File: src/rtl/vls_pkg.sv
`timescale 1ns/1ps
package vls_pkg;
  localparam int unsigned INSN_W  = 32;
  localparam int unsigned VL_W    = 7;
  localparam int unsigned STATE_W = 2 * VL_W;

  // MSB-first field order equals the word layout, so a cast decodes it
  typedef struct packed {
    logic [5:0]      opc;
    logic [4:0]      rt;
    logic [4:0]      ra;
    logic [VL_W-1:0] svi;
    logic            vf;
    logic            vs;
    logic            ms;
    logic [4:0]      xo;
    logic            rc;
  } vls_insn_t;

  typedef enum logic [1:0] {
    ACT_NONE = 2'd0,
    ACT_STEP = 2'd1,
    ACT_SET  = 2'd2
  } vls_act_e;
endpackage

File: src/rtl/vls_decode.sv
`timescale 1ns/1ps
module vls_decode
  import vls_pkg::*;
#(
  parameter logic [5:0] OPCODE = 6'd22
) (
  input  logic              exec_i,
  input  logic [INSN_W-1:0] insn_i,
  output vls_act_e          act_o,
  output logic [4:0]        rt_o,
  output logic              ra_nz_o,
  output logic [VL_W-1:0]   svi_o,
  output logic              vf_o,
  output logic              vs_o,
  output logic              ms_o,
  output logic              rc_o
);
  vls_insn_t f;
  logic      hit;

  assign f       = vls_insn_t'(insn_i);
  assign hit     = exec_i && (f.opc == OPCODE) && (f.xo == 5'd0);
  assign rt_o    = f.rt;
  assign ra_nz_o = |f.ra;
  assign svi_o   = f.svi;
  assign vf_o    = f.vf;
  assign vs_o    = f.vs;
  assign ms_o    = f.ms;
  assign rc_o    = f.rc;

  always_comb begin
    act_o = ACT_NONE;
    if (hit) begin
      if (f.vf && !f.vs && !f.ms) act_o = ACT_STEP;
      else                        act_o = ACT_SET;
    end
  end
endmodule

File: src/rtl/vls_len_select.sv
`timescale 1ns/1ps
module vls_len_select #(
  parameter int unsigned VL_W = 7
) (
  input  logic [VL_W-1:0] svi_i,
  input  logic            ra_nz_i,
  input  logic [VL_W-1:0] ra_low_i,
  input  logic            vs_i,
  input  logic            ms_i,
  input  logic [VL_W-1:0] cur_mvl_i,
  input  logic [VL_W-1:0] cur_vl_i,
  output logic [VL_W-1:0] new_mvl_o,
  output logic [VL_W-1:0] new_vl_o
);
  localparam logic [VL_W-1:0] ONE = {{(VL_W-1){1'b0}}, 1'b1};

  logic [VL_W-1:0] imm_len;
  logic [VL_W-1:0] vl_pick;

  // carry out of the increment is dropped: 127 + 1 wraps to 0
  assign imm_len = svi_i + ONE;

  always_comb begin
    if (!vs_i)        vl_pick = cur_vl_i;
    else if (ra_nz_i) vl_pick = ra_low_i;
    else              vl_pick = imm_len;
  end

  assign new_mvl_o = ms_i ? imm_len : cur_mvl_i;
  assign new_vl_o  = (vl_pick > new_mvl_o) ? new_mvl_o : vl_pick;
endmodule

File: src/rtl/vls_state.sv
`timescale 1ns/1ps
module vls_state #(
  parameter int unsigned VL_W = 7
) (
  input  logic            clk_i,
  input  logic            rst_ni,
  input  logic            upd_i,
  input  logic [VL_W-1:0] new_mvl_i,
  input  logic [VL_W-1:0] new_vl_i,
  input  logic            vf_i,
  output logic [VL_W-1:0] mvl_o,
  output logic [VL_W-1:0] vl_o,
  output logic            mode_o
);
  localparam int unsigned STATE_W = 2 * VL_W;

  // upper half MVL, lower half VL
  logic [STATE_W-1:0] state_q;
  logic               mode_q;

  always_ff @(posedge clk_i or negedge rst_ni) begin
    if (!rst_ni) begin
      state_q <= '0;
      mode_q  <= 1'b0;
    end else if (upd_i) begin
      state_q <= {new_mvl_i, new_vl_i};
      mode_q  <= vf_i;
    end
  end

  assign mvl_o  = state_q[STATE_W-1:VL_W];
  assign vl_o   = state_q[VL_W-1:0];
  assign mode_o = mode_q;
endmodule

File: src/rtl/vls_unit.sv
`timescale 1ns/1ps
module vls_unit
  import vls_pkg::*;
#(
  parameter int unsigned XLEN   = 64,
  parameter logic [5:0]  OPCODE = 6'd22
) (
  input  logic              clk_i,
  input  logic              rst_ni,
  input  logic              exec_i,
  input  logic [INSN_W-1:0] insn_i,
  input  logic [XLEN-1:0]   ra_val_i,
  output logic              rt_we_o,
  output logic [4:0]        rt_idx_o,
  output logic [XLEN-1:0]   rt_data_o,
  output logic              cr_we_o,
  output logic              zero_o,
  output logic              step_next_o,
  output logic [VL_W-1:0]   mvl_o,
  output logic [VL_W-1:0]   vl_o,
  output logic              vert_mode_o
);
  vls_act_e        act;
  logic [4:0]      rt;
  logic            ra_nz;
  logic [VL_W-1:0] svi;
  logic            vf, vs, ms, rc;
  logic [VL_W-1:0] new_mvl, new_vl;
  logic            upd;
  logic            unused_ra_hi;

  assign unused_ra_hi = ^ra_val_i[XLEN-1:VL_W];

  vls_decode #(.OPCODE(OPCODE)) i_decode (
    .exec_i  (exec_i),
    .insn_i  (insn_i),
    .act_o   (act),
    .rt_o    (rt),
    .ra_nz_o (ra_nz),
    .svi_o   (svi),
    .vf_o    (vf),
    .vs_o    (vs),
    .ms_o    (ms),
    .rc_o    (rc)
  );

  vls_len_select #(.VL_W(VL_W)) i_len_select (
    .svi_i     (svi),
    .ra_nz_i   (ra_nz),
    .ra_low_i  (ra_val_i[VL_W-1:0]),
    .vs_i      (vs),
    .ms_i      (ms),
    .cur_mvl_i (mvl_o),
    .cur_vl_i  (vl_o),
    .new_mvl_o (new_mvl),
    .new_vl_o  (new_vl)
  );

  assign upd = (act == ACT_SET);

  vls_state #(.VL_W(VL_W)) i_state (
    .clk_i     (clk_i),
    .rst_ni    (rst_ni),
    .upd_i     (upd),
    .new_mvl_i (new_mvl),
    .new_vl_i  (new_vl),
    .vf_i      (vf),
    .mvl_o     (mvl_o),
    .vl_o      (vl_o),
    .mode_o    (vert_mode_o)
  );

  assign step_next_o = (act == ACT_STEP);
  assign rt_we_o     = upd;
  assign rt_idx_o    = rt;
  assign rt_data_o   = upd ? {{(XLEN-VL_W){1'b0}}, new_vl} : '0;
  assign cr_we_o     = upd && rc;
  assign zero_o      = cr_we_o && (new_vl == '0);
endmodule

File: config.mk
export PLATFORM = sky130hd
export DESIGN_NAME = vls_unit
export DESIGN_NICKNAME = d
export VERILOG_FILES = /design/src/rtl/vls_pkg.sv /design/src/rtl/vls_decode.sv /design/src/rtl/vls_len_select.sv /design/src/rtl/vls_state.sv /design/src/rtl/vls_unit.sv
export SDC_FILE = /design/constraint.sdc
export NUM_CORES = 1
export LEC_CHECK = 0
export CAP_MARGIN = 25
export CELL_PAD_IN_SITES_DETAIL_PLACEMENT = 0
export CELL_PAD_IN_SITES_GLOBAL_PLACEMENT = 1
export CORE_ASPECT_RATIO = 1.4
export CORE_MARGIN = 4
export CORE_UTILIZATION = 18
export DETAILED_ROUTE_END_ITERATION = 10
export GPL_ROUTABILITY_DRIVEN = 0
export PLACE_DENSITY_LB_ADDON = 0.1
export SLEW_MARGIN = 40
export SYNTH_ARGS = -nofsm -noshare
export SYNTH_HDL_FRONTEND = slang
export SYNTH_SLANG_ARGS = --single-unit
export TNS_END_PERCENT = 50
File: constraint.sdc
create_clock -name clk_i -period 8.8 [get_ports clk_i]
set_input_delay 2.64 -clock clk_i [delete_from_list [all_inputs] [get_ports clk_i]]
set_output_delay 2.64 -clock clk_i [all_outputs]
set_load 0.01 [all_outputs]
==> flow_metrics.py, run 1 <==
metrics = {
    "run_status": {
        "status": "complete, no violations",
    },
    "floorplanning": {
        "die_w_um": 91.8,
        "coreArea_um2": 9510,
        "rows": 42,
        "start_util_pct": 18.6,
        "die-area_um2": 11500,
        "io_pins": 187,
        "die_h_um": 125,
    },
    "power_and_ir_drop": {
        "power_switching_uw": 87.4,
        "p_clk_share_pct": 34.7,
        "p_int_uw": 187,
        "ir_drop_v": 0.0000543,
        "p_leak_uw": 0.00144,
        "pwr-share-comb_pct": 40.0,
        "power_frac_seq_pct": 25.4,
        "cellPowerDensity_nw_per_um2": 95.8,
        "switching_share_pct": 31.8,
    },
    "drt": {
        "wl_um": 6050,
        "vias": 1721,
        "via_per_inst": 3.73,
        "firstDrtPassIters": 4,
        "route.antenna.remaining_nets": 0,
        "remaining_drc_errors": 0,
        "post_drt_wl_per_cell_um": 13.1,
        "initialDrtViolationCount": 29,
    },
    "setup_path": {
        "worst_ep_required_time_ns": 6.16,
        "cp-end-kind": "output port",
        "path_class": "input port to output port",
        "cp.arrival_ns": 5.97,
        "rr_startpoint": "i_state.state_q[4]",
        "ff2ff_setup_slack_ns": 6.24,
        "r2r_cells": 11,
        "crit_fanout": 5,
        "r2r_end": "i_state.state_q[3]",
        "start_kind": "input port",
    },
    "yosys": {
        "synth_cell_types": 44,
        "yosys_warnings": 0,
        "ys_ff_latch": 15,
        "synth_area_per_cell_um2": 7.93,
        "synthFlopType": "dfrtp_1",
        "ys_seq_area_share_pct": 21.2,
        "synthArstFlopShare_pct": 100,
        "synthCells": 223,
        "synth-edff-count": 0,
        "syn_area_um2": 1770,
    },
    "timing": {
        "fin_ws_ns": 0.186,
        "setup_viol": 0,
        "slew_viol_final": 0,
        "hold_viol_final": 0,
        "rsz0062_at_grt": "false",
        "min_period_ns": 8.61,
        "fin_crit_sh_pct": 97.9,
        "setup-tns-final_ns": 0,
        "fmax_mhz": 116,
        "clock_skew_ns": 0.00110,
    },
    "clock_network": {
        "clk_path_buf_depth": 2,
        "clock_sinks": 15,
        "cts_root_buf": "clkbuf_16",
        "cts_tree": "done",
        "htreeDepth": 1,
        "insertion_delay_ns": 0.25,
        "cts_buffers": 3,
        "clkTransAtPathRegs_ns": 0.06,
    },
    "place": {
        "numPortBuffers": 62,
        "place_ws_ns": -0.551,
        "place_area_um2": 2620,
        "hpwl_um": 4980,
        "place_inst": 450,
    },
    "layout": {
        "drive_gt1_share_pct": 26.1,
        "fin_cells": 461,
        "fin_area_um2": 2870,
        "fin_util_pct": 30.2,
        "n_antenna_cell": 0,
        "area_growth_pct": 62.2,
        "finalNetCount": 437,
    },
    "grt": {
        "grt_max_degree": 30,
        "grt_pass1_vias": 1797,
        "grt_remaining_overflow": 0,
        "antenna_found_initial": 0,
        "grt_pass1_wl_um": 9090,
        "track_usage_pct": 10.2,
    },
    "worst_hold_path": {
        "min_path_type": "flip-flop to flip-flop",
        "holdPathEnd": "i_state.state_q[12]",
        "min_delay_path_depth": 2,
        "hold_start": "i_state.state_q[12]",
    },
    "run": {
        "max_cap_viol_count": 0,
    },
}
==> final cells by class <==
cell class / instances / area, um^2
clock buffer: 3 / 75.1
sequential: 15 / 375
fill: 1044 / 6640
clock inverter: 1 / 5.00
timing repair buffer: 112 / 1000
inverter: 13 / 48.8
tap: 132 / 165
multi-input combinational: 185 / 1190
==> flip-flops by register name, summed over array words and instances, names as in the netlist <==
name and count:
i_state.state_q 14, i_state.mode_o 1
==> layer usage <==
metal / wire length, um / share of wire, % / GRT usage (%) / up-vias
met3: 444 / 7.3 / 2.16 / 4
li1: - / - / - / 859
met1: 2010 / 33 / 10.1 / 799
met2: 3550 / 59 / 21.0 / 59
met4: 39 / 0.65 / 2.36 / 0
met5: 0 / 0 / 0 / -
==> worst max-delay path by stage <==
stage	from	to	slack, ns	cells after the start
floorplan	insn_i[16]	zero_o	0.88	12
finish	insn_i[20]	zero_o	0.19	14
global route	insn_i[20]	zero_o	0.02	14
detailed placement	insn_i[16]	zero_o	-0.55	14
global placement	insn_i[9]	zero_o	-0.55	15
CTS	insn_i[16]	rt_data_o[0]	-0.08	15
==> through the flow <==
stage	hold WS (ns)	power [uW]
after floorplan	0.528	135
after global placement	0.486	164
after detailed placement	0.502	164
after CTS	0.518	275
after global routing	0.537	292
final	0.508	275
==> power groups by stage <==
stage	combinational (uW)	clock (uW)	sequential (uW)
6_report	110	95.2	69.8
3_3_place_gp	93.2	0	71.0
5_1_grt	120	102	69.8
2_1_floorplan	63.6	0	71.1
4_1_cts	105	99.6	69.7
3_5_place_dp	92.9	0	71.0
==> timing repair <==
action / CTS / global route
endpoints found under the setup margin: 8 / 8
cloned: 1 / 0
hold buffers: 0 / 0
buffers inserted: 5 / 1
gates resized for setup: 15 / 21
pin swaps: 2 / 9
==> critical path: stages <==
cell and delay (ns):
clkdlybuf4s50_1 0.43, or4_4 0.48, nor2_8 0.15, and3_4 0.22
a2bb2oi_2 0.13, inv_1 0.07, ha_4 0.27, nand4_1 0.19
buf_4 0.22, o22ai_4 0.22, nor3b_4 0.25, o2111ai_2 0.19
nor4b_4 0.33, buf_2 0.18
==> placed cells by master (no fill, tap or decap), drive strengths merged, types with 4 or more instances in the layout <==
cell           synthesis  routed
dfrtp                 15      15
a21o                   5       5
a21oi                 12      12
nand3                  8       8
mux2i                  5       5
buf                   62      52
dlygate4sd2            0       5
nand2                 18      18
conb                   1      57
ha                     8       8
dlymetal6s2s           0       5
inv                   13      13
nor2                  18      18
mux2                   4       4
o21ai                 15      15
clkdlybuf4s50          0      50
==> cell families after synthesis <==
| logic type | count (synthesis) | synth area share, % |
|---|---|---|
| compound gates | 42 | 15.6 |
| xor+xnor | 3 | 1.49 |
| fa+ha+maj | 8 | 5.66 |
| buf+inv | 80 | 30.3 |
| flops | 15 | 21.2 |
| mux | 9 | 5.59 |
| other cells | 1 | 0.212 |
| simple gates | 65 | 19.9 |
==> Yosys cell counts (4+ instances only) <==
cell type,n,area (um^2)
clkbuf_1,4,15.0
inv_1,13,48.8
a21o_1,5,37.5
nand3_1,8,40.0
nor2_1,16,60.1
nand2_1,18,67.6
buf_4,62,465
ha_1,8,100
o21ai_0,13,65.1
mux2i_1,5,50.1
dfrtp_1,15,375
a21oi_1,12,60.1
Note: power is estimated with default switching activity, not from simulation.
==> run 2: changes to the inputs <==
CELL_PAD_IN_SITES_DETAIL_PLACEMENT = 2   (was 0)
CELL_PAD_IN_SITES_GLOBAL_PLACEMENT = 2   (was 1)
CORE_UTILIZATION = 13   (was 18)
==> run 2 against run 1 <==
Setup slack worse by 0.036 ns. Highest routed layer unchanged. Clock skew increased by 0.0022 ns. Largest power group unchanged. Combinational power about the same. Largest cell class unchanged. Via count rose by 3.8%. Sequential share of layout area is 0.17 points lower.
==> flow_metrics.py, run 2 (synthesis gave the netlist of run 1 again) <==
metrics = {
    "drt": {
        "post_drt_wl_per_cell_um": 13.8,
        "initialDrtViolationCount": 27,
        "firstDrtPassIters": 3,
        "wl_um": 7120,
        "remaining_drc_errors": 0,
        "vias": 1786,
        "via_per_inst": 3.47,
        "route.antenna.remaining_nets": 0,
    },
    "run": {
        "max_cap_viol_count": 0,
    },
    "layout": {
        "top_register": "i_state.state_q",
        "n_antenna_cell": 0,
        "area_growth_pct": 64.4,
        "mostFrequentLayoutCells": "57 x conb_1, 53 x clkdlybuf4s50_1, 52 x buf_4, 18 x nand2_1, 15 x dfrtp_1",
        "largest_register_ffs": 14,
        "finalNetCount": 440,
        "final_common_cell": "conb_1",
        "fin_util_pct": 21.7,
        "drive_gt1_share_pct": 26.5,
    },
    "setup_path": {
        "start_kind": "input port",
        "cp.arrival_ns": 6.01,
        "worst_ep_required_time_ns": 6.16,
        "startpoint": "insn_i[20]",
        "path_class": "input port to output port",
        "cp-end-kind": "output port",
        "r2r_end": "i_state.state_q[3]",
        "rr_startpoint": "i_state.state_q[2]",
        "ff2ff_setup_slack_ns": 6.08,
        "crit_path_end": "rt_data_o[6]",
        "crit_fanout": 5,
        "r2r_cells": 13,
    },
    "timing": {
        "hold_viol_final": 0,
        "rsz0062_at_grt": "true",
        "setup_viol": 0,
        "fmax_mhz": 116,
        "slew_viol_final": 0,
        "fin_hold_ws_ns": 0.514,
        "fin_ws_ns": 0.151,
        "clock_skew_ns": 0.00328,
        "fin_crit_sh_pct": 98.3,
        "min_period_ns": 8.65,
    },
    "worst_hold_path": {
        "hold_start": "i_state.state_q[4]",
        "min_path_type": "flip-flop to flip-flop",
    },
    "grt": {
        "use_met3_pct": 2.34,
        "grt_max_degree": 30,
        "antenna_found_initial": 0,
        "use_met2_pct": 18.4,
        "met1_usage_pct": 8.98,
        "grt_remaining_overflow": 0,
        "grt_pass1_vias": 2081,
        "grt.busiest_layer": "met2",
        "track_usage_pct": 9.09,
        "grt_pass1_wl_um": 11000,
    },
    "floorplanning": {
        "io_pins": 187,
        "die_w_um": 107,
        "rows": 50,
        "start_util_pct": 13.2,
        "die_h_um": 146,
        "die-area_um2": 15600,
        "coreArea_um2": 13400,
    },
    "power_and_ir_drop": {
        "p_leak_uw": 0.00142,
        "p_int_uw": 186,
        "power_frac_seq_pct": 25.3,
        "ir_drop_v": 0.0000441,
        "p_clk_share_pct": 34.8,
        "power_switching_uw": 88.9,
        "pwr-share-comb_pct": 39.8,
        "cellPowerDensity_nw_per_um2": 94.7,
        "switching_share_pct": 32.3,
    },
    "clock_network": {
        "insertion_delay_ns": 0.25,
        "cts_tree": "done",
        "clock_sinks": 15,
        "clkTransAtPathRegs_ns": 0.06,
        "cts_buffers": 3,
        "htreeDepth": 1,
        "clk_path_buf_depth": 2,
        "cts_root_buf": "clkbuf_16",
    },
    "run_status": {
        "status": "complete, no violations",
    },
    "place": {
        "hpwl_um": 5960,
        "numPortBuffers": 62,
        "place_ws_ns": -0.512,
    },
}
-- run 2: layer usage --
| layer | part of all wire, % | routed length [um] |
|---|---|---|
| met1 | 36 | 2550 |
| met2 | 57 | 4070 |
| met3 | 6.5 | 464 |
| met5 | 0 | 0 |
| met4 | 0.49 | 35 |
-- run 2: worst max-delay path: stages --
cell and delay, ns:
clkdlybuf4s50_1 0.42, or4_4 0.60, nor2_8 0.14, and3_4 0.20, a2bb2oi_2 0.14, inv_1 0.06
ha_1 0.28, nand4_1 0.15, a21oi_2 0.18, buf_4 0.15, buf_4 0.10, nor2_2 0.04
mux2_4 0.32, buf_4 0.13, and2_1 0.15, dlygate4sd2_1 0.28
-- run 2: metrics by stage --
step	instances	cell area (um^2)	total power, uW	setup TNS [ns]
final	514	2910	275	0
after global routing	514	2910	294	-0.0307
after CTS	514	2850	275	0
after detailed placement	503	2700	167	-1.56
after global placement	503	2710	166	-1.13
after floorplan	279	1980	135	0
-- run 2: cell type report --
| class | count | area (um^2) |
|---|---|---|
| Fill cell | 1616 | 10500 |
| Multi-Input combinational cell | 185 | 1160 |
| Timing Repair Buffer | 115 | 1010 |
| Sequential cell | 15 | 375 |
| Tap cell | 182 | 228 |
| Clock buffer | 3 | 75.1 |
| Inverter | 13 | 48.8 |
| Clock inverter | 1 | 5.00 |
-- run 2: power groups by stage --
stage	sequential (uW)	combinational (uW)	clock, uW
2_1_floorplan	71.1	63.6	0
3_3_place_gp	71.0	94.9	0
3_5_place_dp	71.0	96.0	0
4_1_cts	69.8	105	99.9
5_1_grt	69.8	121	104
6_report	69.8	110	95.8
-- run 2: how the worst min path moves through the flow --
stage	depth (start not counted)	to	slack, ns
floorplan	2	i_state.state_q[12]	0.53
global placement	1	i_state.mode_o	0.49
finish	1	i_state.state_q[4]	0.51
detailed placement	1	i_state.mode_o	0.51
CTS	1	i_state.state_q[4]	0.53
global route	1	i_state.state_q[1]	0.55
-- run 2: what timing repair did --
item / CTS / global route
setup buffers: 6 / 0
hold buffers: 0 / 0
resized for setup: 13 / 19
cloned: 1 / 0
endpoints found under the setup margin: 8 / 6
pin swaps: 2 / 4
